**src/rtl/msi_pkg.sv**
```systemverilog
package msi_pkg;

  typedef enum logic [1:0] {
    LINE_I = 2'd0,
    LINE_S = 2'd1,
    LINE_M = 2'd2
  } lineState_t;

  typedef enum logic [1:0] {
    CMD_NONE = 2'd0,
    CMD_RD   = 2'd1,
    CMD_RDX  = 2'd2,
    CMD_WB   = 2'd3
  } busCmd_t;

  typedef enum logic [1:0] {
    OP_LOAD  = 2'd0,
    OP_STORE = 2'd1,
    OP_EVICT = 2'd2,
    OP_NOP   = 2'd3
  } procOp_t;

  typedef struct packed {
    logic capture;    // latch a bus-bound processor event
    logic commitNow;  // apply a processor event that needs no bus
    logic commitAck;  // apply the pending event on bus completion
  } ctrlStrobe_t;

  // State after observing another cache's transaction
  function automatic lineState_t snoopNext(lineState_t st, busCmd_t cmd);
    lineState_t r;
    r = st;
    case (cmd)
      CMD_RD:  if (st == LINE_M) r = LINE_S;
      CMD_RDX: r = LINE_I;
      default: r = st;
    endcase
    return r;
  endfunction

  function automatic logic snoopSupplies(lineState_t st, busCmd_t cmd);
    return (st == LINE_M) && (cmd == CMD_RD || cmd == CMD_RDX);
  endfunction

  function automatic busCmd_t procBus(lineState_t st, procOp_t op);
    busCmd_t r;
    r = CMD_NONE;
    case (op)
      OP_LOAD:  if (st == LINE_I) r = CMD_RD;
      OP_STORE: if (st != LINE_M) r = CMD_RDX;
      OP_EVICT: if (st == LINE_M) r = CMD_WB;
      default:  r = CMD_NONE;
    endcase
    return r;
  endfunction

  function automatic lineState_t procTarget(lineState_t st, procOp_t op);
    lineState_t r;
    r = st;
    case (op)
      OP_LOAD:  if (st == LINE_I) r = LINE_S;
      OP_STORE: r = LINE_M;
      OP_EVICT: r = LINE_I;
      default:  r = st;
    endcase
    return r;
  endfunction

endpackage

```
**src/rtl/msi_coh_state.sv**
```systemverilog
module msi_coh_state
  import msi_pkg::*;
#(
  parameter int NUM_LINES = 8,
  parameter int IDX_W = $clog2(NUM_LINES)
) (
  input  logic              clk,
  input  logic              rstN,
  input  ctrlStrobe_t       strobe,
  input  procOp_t           procOp,
  input  logic [IDX_W-1:0]  procIndex,
  input  logic              snoopValid,
  input  busCmd_t           snoopCmd,
  input  logic [IDX_W-1:0]  snoopIndex,
  output logic              needBus,
  output lineState_t        procState,
  output logic              supplyData,
  output logic [IDX_W-1:0]  supplyIndex,
  output busCmd_t           pendCmd,
  output logic [IDX_W-1:0]  pendIndex
);

  lineState_t lineQ [NUM_LINES];
  lineState_t snoopCur, snoopNew, procEff, pendTarget, wrVal;
  logic [IDX_W-1:0] wrIdx;
  logic wrProc, sameLine;

  assign snoopCur  = lineQ[snoopIndex];
  assign snoopNew  = snoopNext(snoopCur, snoopCmd);
  assign sameLine  = snoopValid && (snoopIndex == procIndex);
  // snoop first, processor event judged on the post-snoop state
  assign procEff   = sameLine ? snoopNew : lineQ[procIndex];
  assign needBus   = (procBus(procEff, procOp) != CMD_NONE);
  assign procState = lineQ[procIndex];

  assign wrProc = strobe.commitNow | strobe.commitAck;
  assign wrIdx  = strobe.commitAck ? pendIndex : procIndex;
  assign wrVal  = strobe.commitAck ? pendTarget : procTarget(procEff, procOp);

  for (genvar g = 0; g < NUM_LINES; g++) begin : gLine
    always_ff @(posedge clk) begin
      if (!rstN) begin
        lineQ[g] <= LINE_I;
      end else if (wrProc && wrIdx == IDX_W'(g)) begin
        lineQ[g] <= wrVal;
      end else if (snoopValid && snoopIndex == IDX_W'(g)) begin
        lineQ[g] <= snoopNew;
      end
    end
  end

  always_ff @(posedge clk) begin
    if (!rstN) begin
      pendCmd    <= CMD_NONE;
      pendIndex  <= '0;
      pendTarget <= LINE_I;
    end else if (strobe.capture) begin
      pendCmd    <= procBus(procEff, procOp);
      pendIndex  <= procIndex;
      pendTarget <= procTarget(procEff, procOp);
    end else if (strobe.commitAck) begin
      pendCmd    <= CMD_NONE;
    end
  end

  always_ff @(posedge clk) begin
    if (!rstN) begin
      supplyData  <= 1'b0;
      supplyIndex <= '0;
    end else begin
      supplyData  <= snoopValid && snoopSupplies(snoopCur, snoopCmd);
      supplyIndex <= snoopIndex;
    end
  end

  AST_SUPPLY_LEFT_M: assert property (@(posedge clk) disable iff (!rstN)
    supplyData |-> lineQ[supplyIndex] != LINE_M);

  AST_RD_DEMOTES_M: assert property (@(posedge clk) disable iff (!rstN)
    snoopValid && snoopCmd == CMD_RD && !(wrProc && wrIdx == snoopIndex)
    |=> lineQ[$past(snoopIndex)] != LINE_M);

  AST_RDX_INVALIDATES: assert property (@(posedge clk) disable iff (!rstN)
    snoopValid && snoopCmd == CMD_RDX && !(wrProc && wrIdx == snoopIndex)
    |=> lineQ[$past(snoopIndex)] == LINE_I);

  AST_WB_IGNORED: assert property (@(posedge clk) disable iff (!rstN)
    snoopValid && snoopCmd == CMD_WB && !(wrProc && wrIdx == snoopIndex)
    |=> lineQ[$past(snoopIndex)] == $past(snoopCur));

  AST_PEND_STABLE: assert property (@(posedge clk) disable iff (!rstN)
    pendCmd != CMD_NONE && !strobe.commitAck
    |=> $stable(pendCmd) && $stable(pendIndex));

  AST_OWN_AFTER_RDX: assert property (@(posedge clk) disable iff (!rstN)
    strobe.commitAck && pendCmd == CMD_RDX
    |=> lineQ[$past(pendIndex)] == LINE_M);

endmodule

```
**src/rtl/msi_coh_fsm.sv**
```systemverilog
module msi_coh_fsm
  import msi_pkg::*;
(
  input  logic        clk,
  input  logic        rstN,
  input  logic        procValid,
  input  logic        needBus,
  input  logic        busAck,
  output ctrlStrobe_t strobe,
  output logic        busReq,
  output logic        procDone
);

  typedef enum logic [1:0] {ST_IDLE, ST_REQ, ST_DONE} fsmState_t;
  fsmState_t stateQ, stateD;

  always_comb begin
    strobe = '0;
    stateD = stateQ;
    case (stateQ)
      ST_IDLE: if (procValid) begin
        if (needBus) begin
          strobe.capture = 1'b1;
          stateD = ST_REQ;
        end else begin
          strobe.commitNow = 1'b1;
          stateD = ST_DONE;
        end
      end
      ST_REQ: if (busAck) begin
        strobe.commitAck = 1'b1;
        stateD = ST_DONE;
      end
      default: stateD = ST_IDLE;
    endcase
  end

  always_ff @(posedge clk) begin
    if (!rstN) stateQ <= ST_IDLE;
    else       stateQ <= stateD;
  end

  assign busReq   = (stateQ == ST_REQ);
  assign procDone = (stateQ == ST_DONE);

  AST_REQ_HOLD: assert property (@(posedge clk) disable iff (!rstN)
    busReq && !busAck |=> busReq);

  AST_REQ_RELEASE: assert property (@(posedge clk) disable iff (!rstN)
    busReq && busAck |=> !busReq && procDone);

  AST_DONE_PULSE: assert property (@(posedge clk) disable iff (!rstN)
    procDone |=> !procDone);

  AST_REQ_DONE_EXCL: assert property (@(posedge clk) disable iff (!rstN)
    $onehot0({busReq, procDone}));

endmodule

```
**src/rtl/msi_coh_ctrl.sv**
```systemverilog
module msi_coh_ctrl
  import msi_pkg::*;
#(
  parameter int NUM_LINES = 8,
  parameter int IDX_W = $clog2(NUM_LINES)
) (
  input  logic             clk,
  input  logic             rstN,
  input  logic             procValid,
  input  logic [1:0]       procOp,
  input  logic [IDX_W-1:0] procIndex,
  output logic             procDone,
  output logic [1:0]       procState,
  input  logic             snoopValid,
  input  logic [1:0]       snoopCmd,
  input  logic [IDX_W-1:0] snoopIndex,
  output logic             supplyData,
  output logic [IDX_W-1:0] supplyIndex,
  output logic             busReq,
  output logic [1:0]       busCmd,
  output logic [IDX_W-1:0] busIndex,
  input  logic             busAck
);

  ctrlStrobe_t strobe;
  logic        needBus;
  lineState_t  stateRd;
  busCmd_t     pendCmd;

  msi_coh_fsm u_fsm (
    .clk      (clk),
    .rstN     (rstN),
    .procValid(procValid),
    .needBus  (needBus),
    .busAck   (busAck),
    .strobe   (strobe),
    .busReq   (busReq),
    .procDone (procDone)
  );

  msi_coh_state #(.NUM_LINES(NUM_LINES), .IDX_W(IDX_W)) u_state (
    .clk        (clk),
    .rstN       (rstN),
    .strobe     (strobe),
    .procOp     (procOp_t'(procOp)),
    .procIndex  (procIndex),
    .snoopValid (snoopValid),
    .snoopCmd   (busCmd_t'(snoopCmd)),
    .snoopIndex (snoopIndex),
    .needBus    (needBus),
    .procState  (stateRd),
    .supplyData (supplyData),
    .supplyIndex(supplyIndex),
    .pendCmd    (pendCmd),
    .pendIndex  (busIndex)
  );

  assign procState = stateRd;
  assign busCmd    = pendCmd;

endmodule

```
**config.mk**
```make
export PLATFORM = sky130hd
export DESIGN_NAME = msi_coh_ctrl
export DESIGN_NICKNAME = d
export VERILOG_FILES = /design/src/rtl/msi_pkg.sv /design/src/rtl/msi_coh_state.sv /design/src/rtl/msi_coh_fsm.sv /design/src/rtl/msi_coh_ctrl.sv
export SDC_FILE = /design/constraint.sdc
export NUM_CORES = 1
export LEC_CHECK = 0
export BUFFER_PORTS_ARGS = -buffer_cell sky130_fd_sc_hd__buf_2
export CELL_PAD_IN_SITES_DETAIL_PLACEMENT = 0
export CELL_PAD_IN_SITES_GLOBAL_PLACEMENT = 2
export CORE_UTILIZATION = 25
export DETAILED_ROUTE_END_ITERATION = 16
export PLACE_DENSITY = 0.59
export SLEW_MARGIN = 10
export SYNTH_ARGS = -nofsm -noshare
export SYNTH_HDL_FRONTEND = slang
export SYNTH_SLANG_ARGS = --single-unit
```
**constraint.sdc**
```tcl
create_clock -name clk -period 5 [get_ports clk]
set_input_delay 0.25 -clock clk [delete_from_list [all_inputs] [get_ports clk]]
set_output_delay 0.25 -clock clk [all_outputs]
set_load 0.005 [all_outputs]
```
Word-level counts from Yosys, hierarchy flattened --
Memory sizes are Yosys's and may differ from the RTL's. Index checks and enable logic that the tools add are counted.
Word-level totals: bits in registers 13, memory bits (writable) 16, output and inout port bits 13, logic and storage cells 174, memories 1
Memory list:
- u_state.lineQ | words 8, width 2, rd ports 2, clocked after Yosys merged registers in 0, wr ports 8, RTL line msi_coh_state.sv:23 | lineState_t lineQ [NUM_LINES];
Operators by class: equal/unequal tests 26, multiplexer cells 96, bitwise logic cells 17, reduce and logical (&&, ||, !) cells 28
Operator list (count):
- 2-to-1 mux 1 bit | 62
- 2-to-1 mux 2 bit | 29
- equality test 3 bit, second input constant | 8
- logical AND 1 bit | 19
- OR 1 bit | 17
- equality test 3 x 2 -> 1 bit, second input constant | 4
- one-hot mux 2 bit (3 select lines) | 2
- equality test 2 bit, second input constant | 5
- one-hot mux 2 bit (2 select lines) | 2
- equality test 2 x 1 -> 1 bit, second input constant | 3
- equality test 3 x 1 -> 1 bit, second input constant | 2
- logical NOT 2 bit | 3
- logical NOT 3 bit | 2
- inequality test 2 bit, second input constant | 2
- nonzero test 2 bit | 2
- equality test 3 bit | 1
- 2-to-1 mux 3 bit | 1
- inequality test 2 x 1 -> 1 bit, second input constant | 1
- AND reduction 2 bit | 1
- logical OR 1 bit | 1

Depth between registers and ports, before layout --
Gate-level depths: netlist of run 1. An unclocked memory read counts as a cell.
depth after elaboration 19, mapped depth 8, depth with buffers taken out 8

By module --
A second synthesis of run 1 with hierarchy kept.
Second synthesis, totals: cell total of the unflattened synthesis 232, area total of the unflattened synthesis 2264.7 sq um
By module, submodules not included:
- msi_coh_state | instances 1, cells an instance 218, area an instance 2139.6 sq um
- msi_coh_fsm | instances 1, cells an instance 14, area an instance 125.1 sq um

Least setup slack after synthesis of run 1 --
No wires, ideal clock.
path kind input port to flip-flop, from in procIndex[1], to mem u_state.lineQ[2][0] (netlist bit) (enable), library setup time 0.322 ns, arrival 2.360 ns, setup slack 2.317 ns, stages 7, path through buf_2 mux2_1 mux4_2 and2_4 a221oi_4 a41oi_2 o211ai_1
RTL lines:
- start: declaration | RTL line msi_coh_ctrl.sv:11 | input logic [IDX_W-1:0] procIndex,
- end: declaration | RTL line msi_coh_state.sv:23

==> run metrics, run 1 <==
worst-margin pin slew 0.972 ns; Multi-input gate area 1340 µm²; Layout Nets 250; Post-DP HPWL 4530 µm; Clk pin slew, worst setup/hold paths 0.07 ns; Antenna diodes 0; period utilization 60.1%; cells after synthesis 211; Syn Area/Cell 10.1 µm²; cts repair resizes 0; Synth area leader edfxtp_1; number of DRC markers in iteration 0 118; Post-synth EDFFs 16; CP cell instances mux4_2 > mux2i_2 > o21ai_2 > and3_1 > a221oi_4 > a41oi_2 > o211ai_1; clk_skew 0.00776 ns; Largest stage delay, worst path 0.54 ns; Post-Syn Nets 227; Overall Power 0.640 mW; CP max-delay cell a221oi_4; max-slew violation count 0; min cycle time layout 3.00 ns; Max transition margin 34.3%; synthesis-to-finish area growth 14.5%; WL final 6060 µm; chip height 94.5 µm; die area 8940 µm²; die width 94.5 µm; Num Clock Sinks 29; Post-DRT Antenna Nets 0; CTS tree yes; Synth Warn # 0; Final Hold Fails 0; # H-tree levels 2; Core Area 8260 µm²; most frequent cells in the layout 29 x nand2_1, 27 x buf_2, 19 x mux2i_1; CP required 4.97 ns; first-pass GRT wire length 9790 µm; Site Rows 33; post-CTS setup buffers 0; TNS Setup 0 ns; Mapped Area 2140 µm²; Reg area 741 µm²; Pre-Repair DR Iteration Count 5; flop and latch count out of synthesis 29; status complete, no violations; grt total ovfl 0; Cells after DPL 332; worst-skew pair later-pin latency 0.29 ns; Max Fclk 0.333 GHz; DRC Markers 0; I/O pin count 28; crit end category flip-flop; RSZ-0062 raised after global routing no; most common cell after layout, fill and taps aside nand2_1; hold_buf cts 0; IO buf count 27; endpoints failing setup 0; CTS root buf clkbuf_8; vias in the first global route 1,726; gr usage total 14.8%; Leak 0.945 nW; fillers 891; layout cells sized above 1 25.1%; startpoint class of the critical path flip-flop; Bufs and invs on worst path 0; Unique masters post-synth 50; Main synth FF type edfxtp_1; Vias 1,759; Synth area leaders edfxtp_1 22%, dfxtp_1 12%, mux2i_1 8.9%, mux4_2 7.4%, a41oi_2 5.3%; largest net degree at the start of global routing 27; crit path max fanout 10; sequential-to-total area share from yosys stat 34.6%; Post-Layout Cell Count 340; Post-synth ARST share 0%; routability cong. 0.793; Worst VDD drop 76.3 µV; Initial Utilization 25.9%; WP data arrival 2.97 ns; routed length per instance 17.8 µm; Power per Cell Area 261 nW/µm²; Crit path max-delay family compound AO/OA/AOI/OAI gates; Synth top area share 22.4%; Hold/Removal Path Class in2reg; antenna violations before repair 0; CTS max path bufs 2; CTS buffer count 5; post-DR vias/cell 5.17; Setup CP Type reg2reg; max-cap viol count 0
==> worst paths after layout <==
path                              end  depth (start not counted)                 from  slack (ns)
hold / removal     u_state.supplyData                          3           snoopValid        0.24
setup reg to reg  u_state.lineQ[2][1]                          7  u_state.lineQ[6][0]        2.00
setup / recovery  u_state.lineQ[2][1]                          7  u_state.lineQ[6][0]        2.00
hold reg to reg    u_state.pendCmd[1]                          2   u_state.pendCmd[1]        0.49
==> tightest hold or removal path, stage by stage <==
cell     delay (ns)
buf_2          0.12
nand3_1        0.06
nor3_1         0.04
==> report_power, final <==
part,switching (mW),internal (mW)
logic,0.0924,0.0618
clock network,0.0931,0.112
registers,0.0123,0.268
==> flip-flops by register name, summed over array words and instances, names as in the netlist <==
signal / cells
u_fsm.stateQ: 2
u_state.lineQ: 16
u_state.pendCmd: 2
u_state.pendIndex: 3
u_state.pendTarget: 2
u_state.supplyData: 1
u_state.supplyIndex: 3
==> synth_stat cells, types with 2 or more instances <==
cell type	count
mux2i_1	19
nand3_1	6
nor3_1	4
inv_1	4
nand2b_1	6
dfxtp_1	13
mux2i_2	2
a21oi_1	2
nand3b_1	6
edfxtp_1	16
o21ai_0	5
mux2_1	4
clkbuf_1	7
a41oi_2	7
o21a_1	2
nor2_1	12
buf_2	4
nor4_1	2
and3_1	3
and2_1	4
mux4_2	7
xnor2_1	4
nor2b_1	11
a211oi_1	2
o211ai_1	6
nand2_1	29
==> layer usage <==
layer | part of all wire, % | wire (µm) | track usage (%) | vias to the layer above
li1 | - | - | - | 840
met1 | 44 | 2690 | 19.0 | 851
met2 | 47 | 2870 | 24.6 | 55
met3 | 5.5 | 331 | 2.50 | 13
met4 | 2.8 | 170 | 6.31 | 0
met5 | 0 | 0 | 0 | -
==> area by class of cell <==
cell class	count	area share, %
Clock buffer	8	3.68
Inverter	4	0.613
Multi-Input combinational cell	167	54.6
Sequential cell	29	30.2
Tap cell	105	5.36
Timing Repair Buffer	27	5.51
==> through the flow <==
stage / setup slack, ns / hold WS, ns / instance area, µm² / util, %
after floorplan: 2.32 / 0.381 / 2140 / -
after global placement: 1.71 / 0.470 / 2360 / 28.6
after detailed placement: 1.77 / 0.487 / 2360 / 28.6
after CTS: 1.96 / 0.234 / 2450 / 29.7
after global routing: 1.74 / 0.246 / 2450 / 29.7
final: 2.00 / 0.241 / 2450 / 29.7
==> cell families (layout without fill, tap and decap cells) <==
kind of cell,count (synthesis),count (layout),share of synthesized area [%]
buffers and inverters,15,39,2.86
flip-flops,29,29,34.6
adder cells (fa/ha/maj),1,1,0.584
XOR/XNOR,4,4,1.64
multiplexers,33,33,20.2
AO/OA/AOI/OAI,39,39,18.0
AND/OR/NAND/NOR,90,90,22.2
Power figures use the tool's default switching activity.
==> run 2, diff against run 1 <==
- clock period: 5 -> 3.1 ns (I/O delays scaled with it)
==> run metrics, run 2 (same netlist as run 1, synthesis figures left out) <==
worst hold path depth 3 (unchanged); hold_sp snoopValid; DRC Markers 0 (unchanged); max-slew violation count 0 (unchanged); Biggest register u_state.lineQ; routability cong. 0.806 (+1.6%); Comb pwr share 25.8% (+1.7 points); hold endpoint u_state.supplyData; TNS Setup 0 ns (unchanged); Post-DRT Antenna Nets 0 (unchanged); Area after DPL 2430 µm² (+2.9%); WL final 6180 µm (+2.0%); most common cell after layout, fill and taps aside nand2_1; Max Fclk 0.343 GHz (+3.2%); Final Hold Fails 0 (unchanged); post-DR vias/cell 5.14 (-0.64%); cts repair resizes 0 (unchanged); Clk pin slew, worst setup/hold paths 0.07 ns (about the same); chip height 94.5 µm (unchanged); antenna violations before repair 0 (unchanged); Antenna diodes 0 (unchanged); CTS root buf clkbuf_8; net switching power 0.327 mW (+65%); Net Sw Frac 32.0% (+1.1 points); IO buf count 27 (unchanged); CTS buffer count 5 (unchanged); setup ws final 0.188 ns (-1.81 ns); grt total ovfl 0 (unchanged); Worst VDD drop 133 µV (+74%); first-pass GRT wire length 9800 µm (about the same); Clk pwr share 30.0% (-2.1 points); Largest stage delay, worst path 0.48 ns (-0.06 ns); routed length per instance 17.7 µm (-0.67%); gr usage total 14.8% (-0.065 points); setup slack, reg-to-reg 0.19 ns (-1.81 ns); crit path max fanout 9 (-1); Post-DP HPWL 4610 µm (+1.8%); status complete, no violations; r2r endpoint u_state.lineQ[2][1]; Hold/Removal Path Class in2reg; worst r2r src u_state.lineQ[5][0]; die width 94.5 µm (unchanged); max-cap viol count 0 (unchanged); CTS tree yes; clk_skew 0.00567 ns (-0.00209 ns); CP max-delay cell mux4_2; CTS max path bufs 2 (unchanged); Stages on worst setup path 7 (unchanged); # H-tree levels 2 (unchanged); min cycle time layout 2.91 ns (-0.0923 ns); startpoint class of the critical path flip-flop; largest net degree at the start of global routing 26 (-3.7%); internal power 0.693 mW (+57%); worst-margin pin slew 0.591 ns (-0.381 ns); Setup CP Type reg2reg; Power per Cell Area 406 nW/µm² (+56%); hold_buf cts 0 (unchanged); I/O pin count 28 (unchanged); Core Area 8260 µm² (unchanged); number of DRC markers in iteration 0 101 (-14%); Site Rows 33 (unchanged); crit end category flip-flop; worst-skew pair later-pin latency 0.28 ns (about the same); power share of the sequential group 44.2% (+0.4 points); Crit path max-delay family compound AO/OA/AOI/OAI gates; Pre-Repair DR Iteration Count 4 (-1); Leak 0.985 nW (+4.2%); vias in the first global route 1,777 (+3.0%); post-CTS setup buffers 0 (unchanged); Max transition margin 60.6% (+26 points); pre-CTS setup slack 0.147 ns (-1.63 ns); RSZ-0062 raised after global routing no; layout cells sized above 1 27.9% (+2.8 points); CP cell instances mux4_2 > mux2i_2 > o21ai_2 > and3_1 > a221oi_4 > a41oi_2 > o211ai_1; number of flip-flops under the largest register name 16 (unchanged); period utilization 93.9% (+34 points); most frequent cells in the layout 29 x nand2_1, 27 x buf_2, 19 x mux2i_1; Initial Utilization 25.9% (unchanged); Bufs and invs on worst path 0 (unchanged); Final Core Density 30.4% (+0.71 points); die area 8940 µm² (unchanged); fillers 881 (-1.1%); FF-to-FF path depth 7 (unchanged); synthesis-to-finish area growth 17.2%; Layout Nets 259 (+3.6%); final instance area 2510 µm² (+2.4%); Num Clock Sinks 29 (unchanged); Largest regs u_state.lineQ (16), u_state.pendIndex (3), u_state.supplyIndex (3); Vias 1,794 (+2.0%); CP required 3.05 ns (-1.92 ns); endpoints failing setup 0 (unchanged); WP data arrival 2.87 ns (-0.10 ns)
==> run 2: final cells by class <==
type	count	area [µm²]	share of cell area, %
Clock inverter	3	12.5	0.499
Sequential cell	29	741	29.5
Tap cell	105	131	5.23
Clock buffer	5	68.8	2.74
Multi-Input combinational cell	167	1340	53.3
Timing Repair Buffer	36	203	8.08
Inverter	4	15.0	0.598
==> run 2: worst max-delay path by stage <==
| stage | slack [ns] | to | from |
|---|---|---|---|
| CTS | 0.20 | u_state.lineQ[2][0] | u_state.lineQ[5][0] |
| detailed placement | 0.15 | u_state.lineQ[2][1] | snoopIndex[1] |
| global route | 0.08 | u_state.lineQ[3][0] | u_state.lineQ[5][0] |
| floorplan | 0.50 | u_state.lineQ[2][0] | u_state.lineQ[6][1] |
| global placement | 0.13 | u_state.lineQ[2][1] | snoopIndex[1] |
| finish | 0.19 | u_state.lineQ[2][1] | u_state.lineQ[5][0] |
==> run 2: power groups by stage <==
stage	combinational, mW	clock [mW]	sequential (mW)
final	0.263	0.306	0.451
after global routing	0.289	0.332	0.454
after CTS	0.266	0.318	0.451
after detailed placement	0.265	0	0.459
after global placement	0.271	0	0.459
after floorplan	0.182	0	0.453
==> run 2: routing by layer <==
| layer | part of all wire, % | track usage, % |
|---|---|---|
| met3 | 4.1 | 2.01 |
| met2 | 50 | 24.9 |
| met1 | 45 | 19.0 |
| met5 | 0 | 0 |
| met4 | 1.2 | 5.93 |
==> run 2: tightest hold or removal path: cells and delay by family <==
family	cells	cell delay, ns
and+or+nand+nor	2	0.11
buffers and inverters	1	0.13
==> run 2: metrics by stage <==
stage,total power [mW],cells,hold WS (ns)
after floorplan,0.635,211,0.286
after global placement,0.729,341,0.451
after detailed placement,0.724,341,0.450
after CTS,1.03,349,0.148
after global routing,1.07,349,0.158
final,1.02,349,0.148
==> run 3, diff against run 2 <==
- BUFFER_PORTS_ARGS: -buffer_cell sky130_fd_sc_hd__buf_2 -> -buffer_cell sky130_fd_sc_hd__buf_4
==> run metrics, run 3 (same netlist as run 1, synthesis figures left out) <==
setup slack, reg-to-reg 0.25 ns (+0.06 ns); Crit path max-delay family compound AO/OA/AOI/OAI gates; Num Clock Sinks 29 (unchanged); CTS tree yes; die area 8940 µm² (unchanged); Max Fclk 0.350 GHz (+2.0%); Initial Utilization 25.9% (unchanged); M2 GR Usage 24.0% (-0.97 points); CTS max path bufs 2 (unchanged); first-pass GRT wire length 9670 µm (-1.3%); TNS Setup 0 ns (unchanged); min cycle time layout 2.85 ns (-0.0581 ns); DRC Markers 0 (unchanged); startpoint class of the critical path flip-flop; Max transition margin 61.7% (+1.1 points); worst-margin pin slew 0.574 ns (-0.0165 ns); period utilization 92.1% (-1.9 points); Hold/Removal Path Class in2reg; Setup CP Type reg2reg; Leak 1.02 nW (+4.0%); CTS buffer count 5 (unchanged); # H-tree levels 2 (unchanged); Site Rows 33 (unchanged); WL final 6090 µm (-1.5%); number of flip-flops under the largest register name 16 (unchanged); antenna violations before repair 0 (unchanged); max-cap viol count 0 (unchanged); vias in the first global route 1,819 (+2.4%); CP required 3.08 ns (+0.03 ns); Overall Power 1.21 mW (+19%); clk_skew 0.00780 ns (+0.00213 ns); Biggest register u_state.lineQ; RSZ-0062 raised after global routing no; Post-DRT Antenna Nets 0 (unchanged); Largest stage delay, worst path 0.49 ns (about the same); IO buf count 27 (unchanged); status complete, no violations; Power per Cell Area 462 nW/µm² (+14%); hold endpoint u_state.supplyData; crit path max fanout 9 (unchanged); Final Hold Fails 0 (unchanged); endpoints failing setup 0 (unchanged); CTS root buf clkbuf_8; number of DRC markers in iteration 0 109 (+7.9%); routed length per instance 17.4 µm (-1.5%); Layout Nets 259 (unchanged); CP cell instances mux4_2 > mux2i_2 > o21ai_2 > and3_1 > a221oi_4 > a41oi_2 > o211ai_1; final instance area 2630 µm² (+4.8%); most frequent cells in the layout 36 x buf_4, 29 x nand2_1, 19 x mux2i_1; Clk pin slew, worst setup/hold paths 0.07 ns (about the same); layout cells sized above 1 28.7% (+0.82 points); hold_buf cts 0 (unchanged); gr busiest metal met2; WP data arrival 2.83 ns (-0.04 ns); max-slew violation count 0 (unchanged); post-CTS setup buffers 0 (unchanged); die width 94.5 µm (unchanged); post-DR vias/cell 5.11 (-0.56%); routability cong. 0.720 (-11%); r2r endpoint u_state.lineQ[1][0]; CP max-delay cell mux4_2; Largest regs u_state.lineQ (16), u_state.pendIndex (3), u_state.supplyIndex (3); Antenna diodes 0 (unchanged); worst-skew pair later-pin latency 0.29 ns (about the same); gr usage total 14.6% (-0.18 points); FF-to-FF path depth 7 (unchanged); chip height 94.5 µm (unchanged); I/O pin count 28 (unchanged); Worst VDD drop 194 µV (+46%); met1 usage 19.4% (+0.48 points); most common cell after layout, fill and taps aside buf_4; largest net degree at the start of global routing 27 (+3.8%); worst hold path depth 3 (unchanged); hold_sp snoopValid; grt met3 use 2.17% (+0.16 points); crit end category flip-flop; Bufs and invs on worst path 0 (unchanged); synthesis-to-finish area growth 22.9%; Area after DPL 2500 µm² (+2.8%); Post-DP HPWL 4630 µm (+0.43%); Core Area 8260 µm² (unchanged); grt total ovfl 0 (unchanged); cts repair resizes 0 (unchanged); Pre-Repair DR Iteration Count 4 (unchanged); Vias 1,784 (-0.56%); worst r2r src u_state.lineQ[7][0]
## run 3: cell types whose count changed in the layout (fill, tap and decap cells not counted), sizes merged
cell and delta:
clkinv -2, bufinv +2
## run 3: layout make-up
cell class | count | area (µm²)
Clock buffer | 5 | 68.8
Multi-Input combinational cell | 167 | 1340
Tap cell | 105 | 131
Sequential cell | 29 | 741
Fill cell | 892 | 5630
Inverter | 4 | 15.0
Timing Repair Buffer | 36 | 270
Clock inverter | 3 | 65.1
## run 3: per-layer routing
metal	wire length, µm	part of all wire, %
met1	2870	47
met5	0	0
met4	113	1.9
met2	2880	47
met3	228	3.7
## run 3: worst register-to-register path, cell delays in order, from the launching register on
cell and delay [ns]:
edfxtp_1 0.42, mux4_2 0.50, mux2i_2 0.28, o21ai_2 0.14, and3_1 0.22, a221oi_4 0.47, a41oi_2 0.30, o211ai_1 0.23
## run 3: power by group
group	total, mW	internal [mW]	switching (mW)
Clock	0.486	0.319	0.166
Sequential	0.452	0.432	0.0193
Combinational	0.277	0.123	0.154
Total	1.21	0.875	0.340
## run 3: stage by stage
step                      hold slack [ns]  worst slack [ns]  utilization (%)  instances
after detailed placement            0.444             0.229             30.2        341
after global placement              0.450             0.279             30.2        341
after floorplan                     0.286             0.498                -        211
after global routing                0.136            0.0558             31.8        349
final                               0.134             0.246             31.8        349
after CTS                           0.128             0.222             31.8        349
## run 3: worst max-delay path by stage
stage | depth (start not counted) | endpoint | start
2_1_floorplan | 7 | u_state.lineQ[2][0] | u_state.lineQ[6][1]
3_3_place_gp | 7 | u_state.lineQ[2][0] | u_state.lineQ[7][0]
3_5_place_dp | 7 | u_state.lineQ[2][1] | u_state.lineQ[7][0]
4_1_cts | 7 | u_state.lineQ[2][0] | u_state.lineQ[7][0]
5_1_grt | 7 | u_state.lineQ[2][1] | u_state.lineQ[7][0]
6_report | 7 | u_state.lineQ[1][0] | u_state.lineQ[7][0]
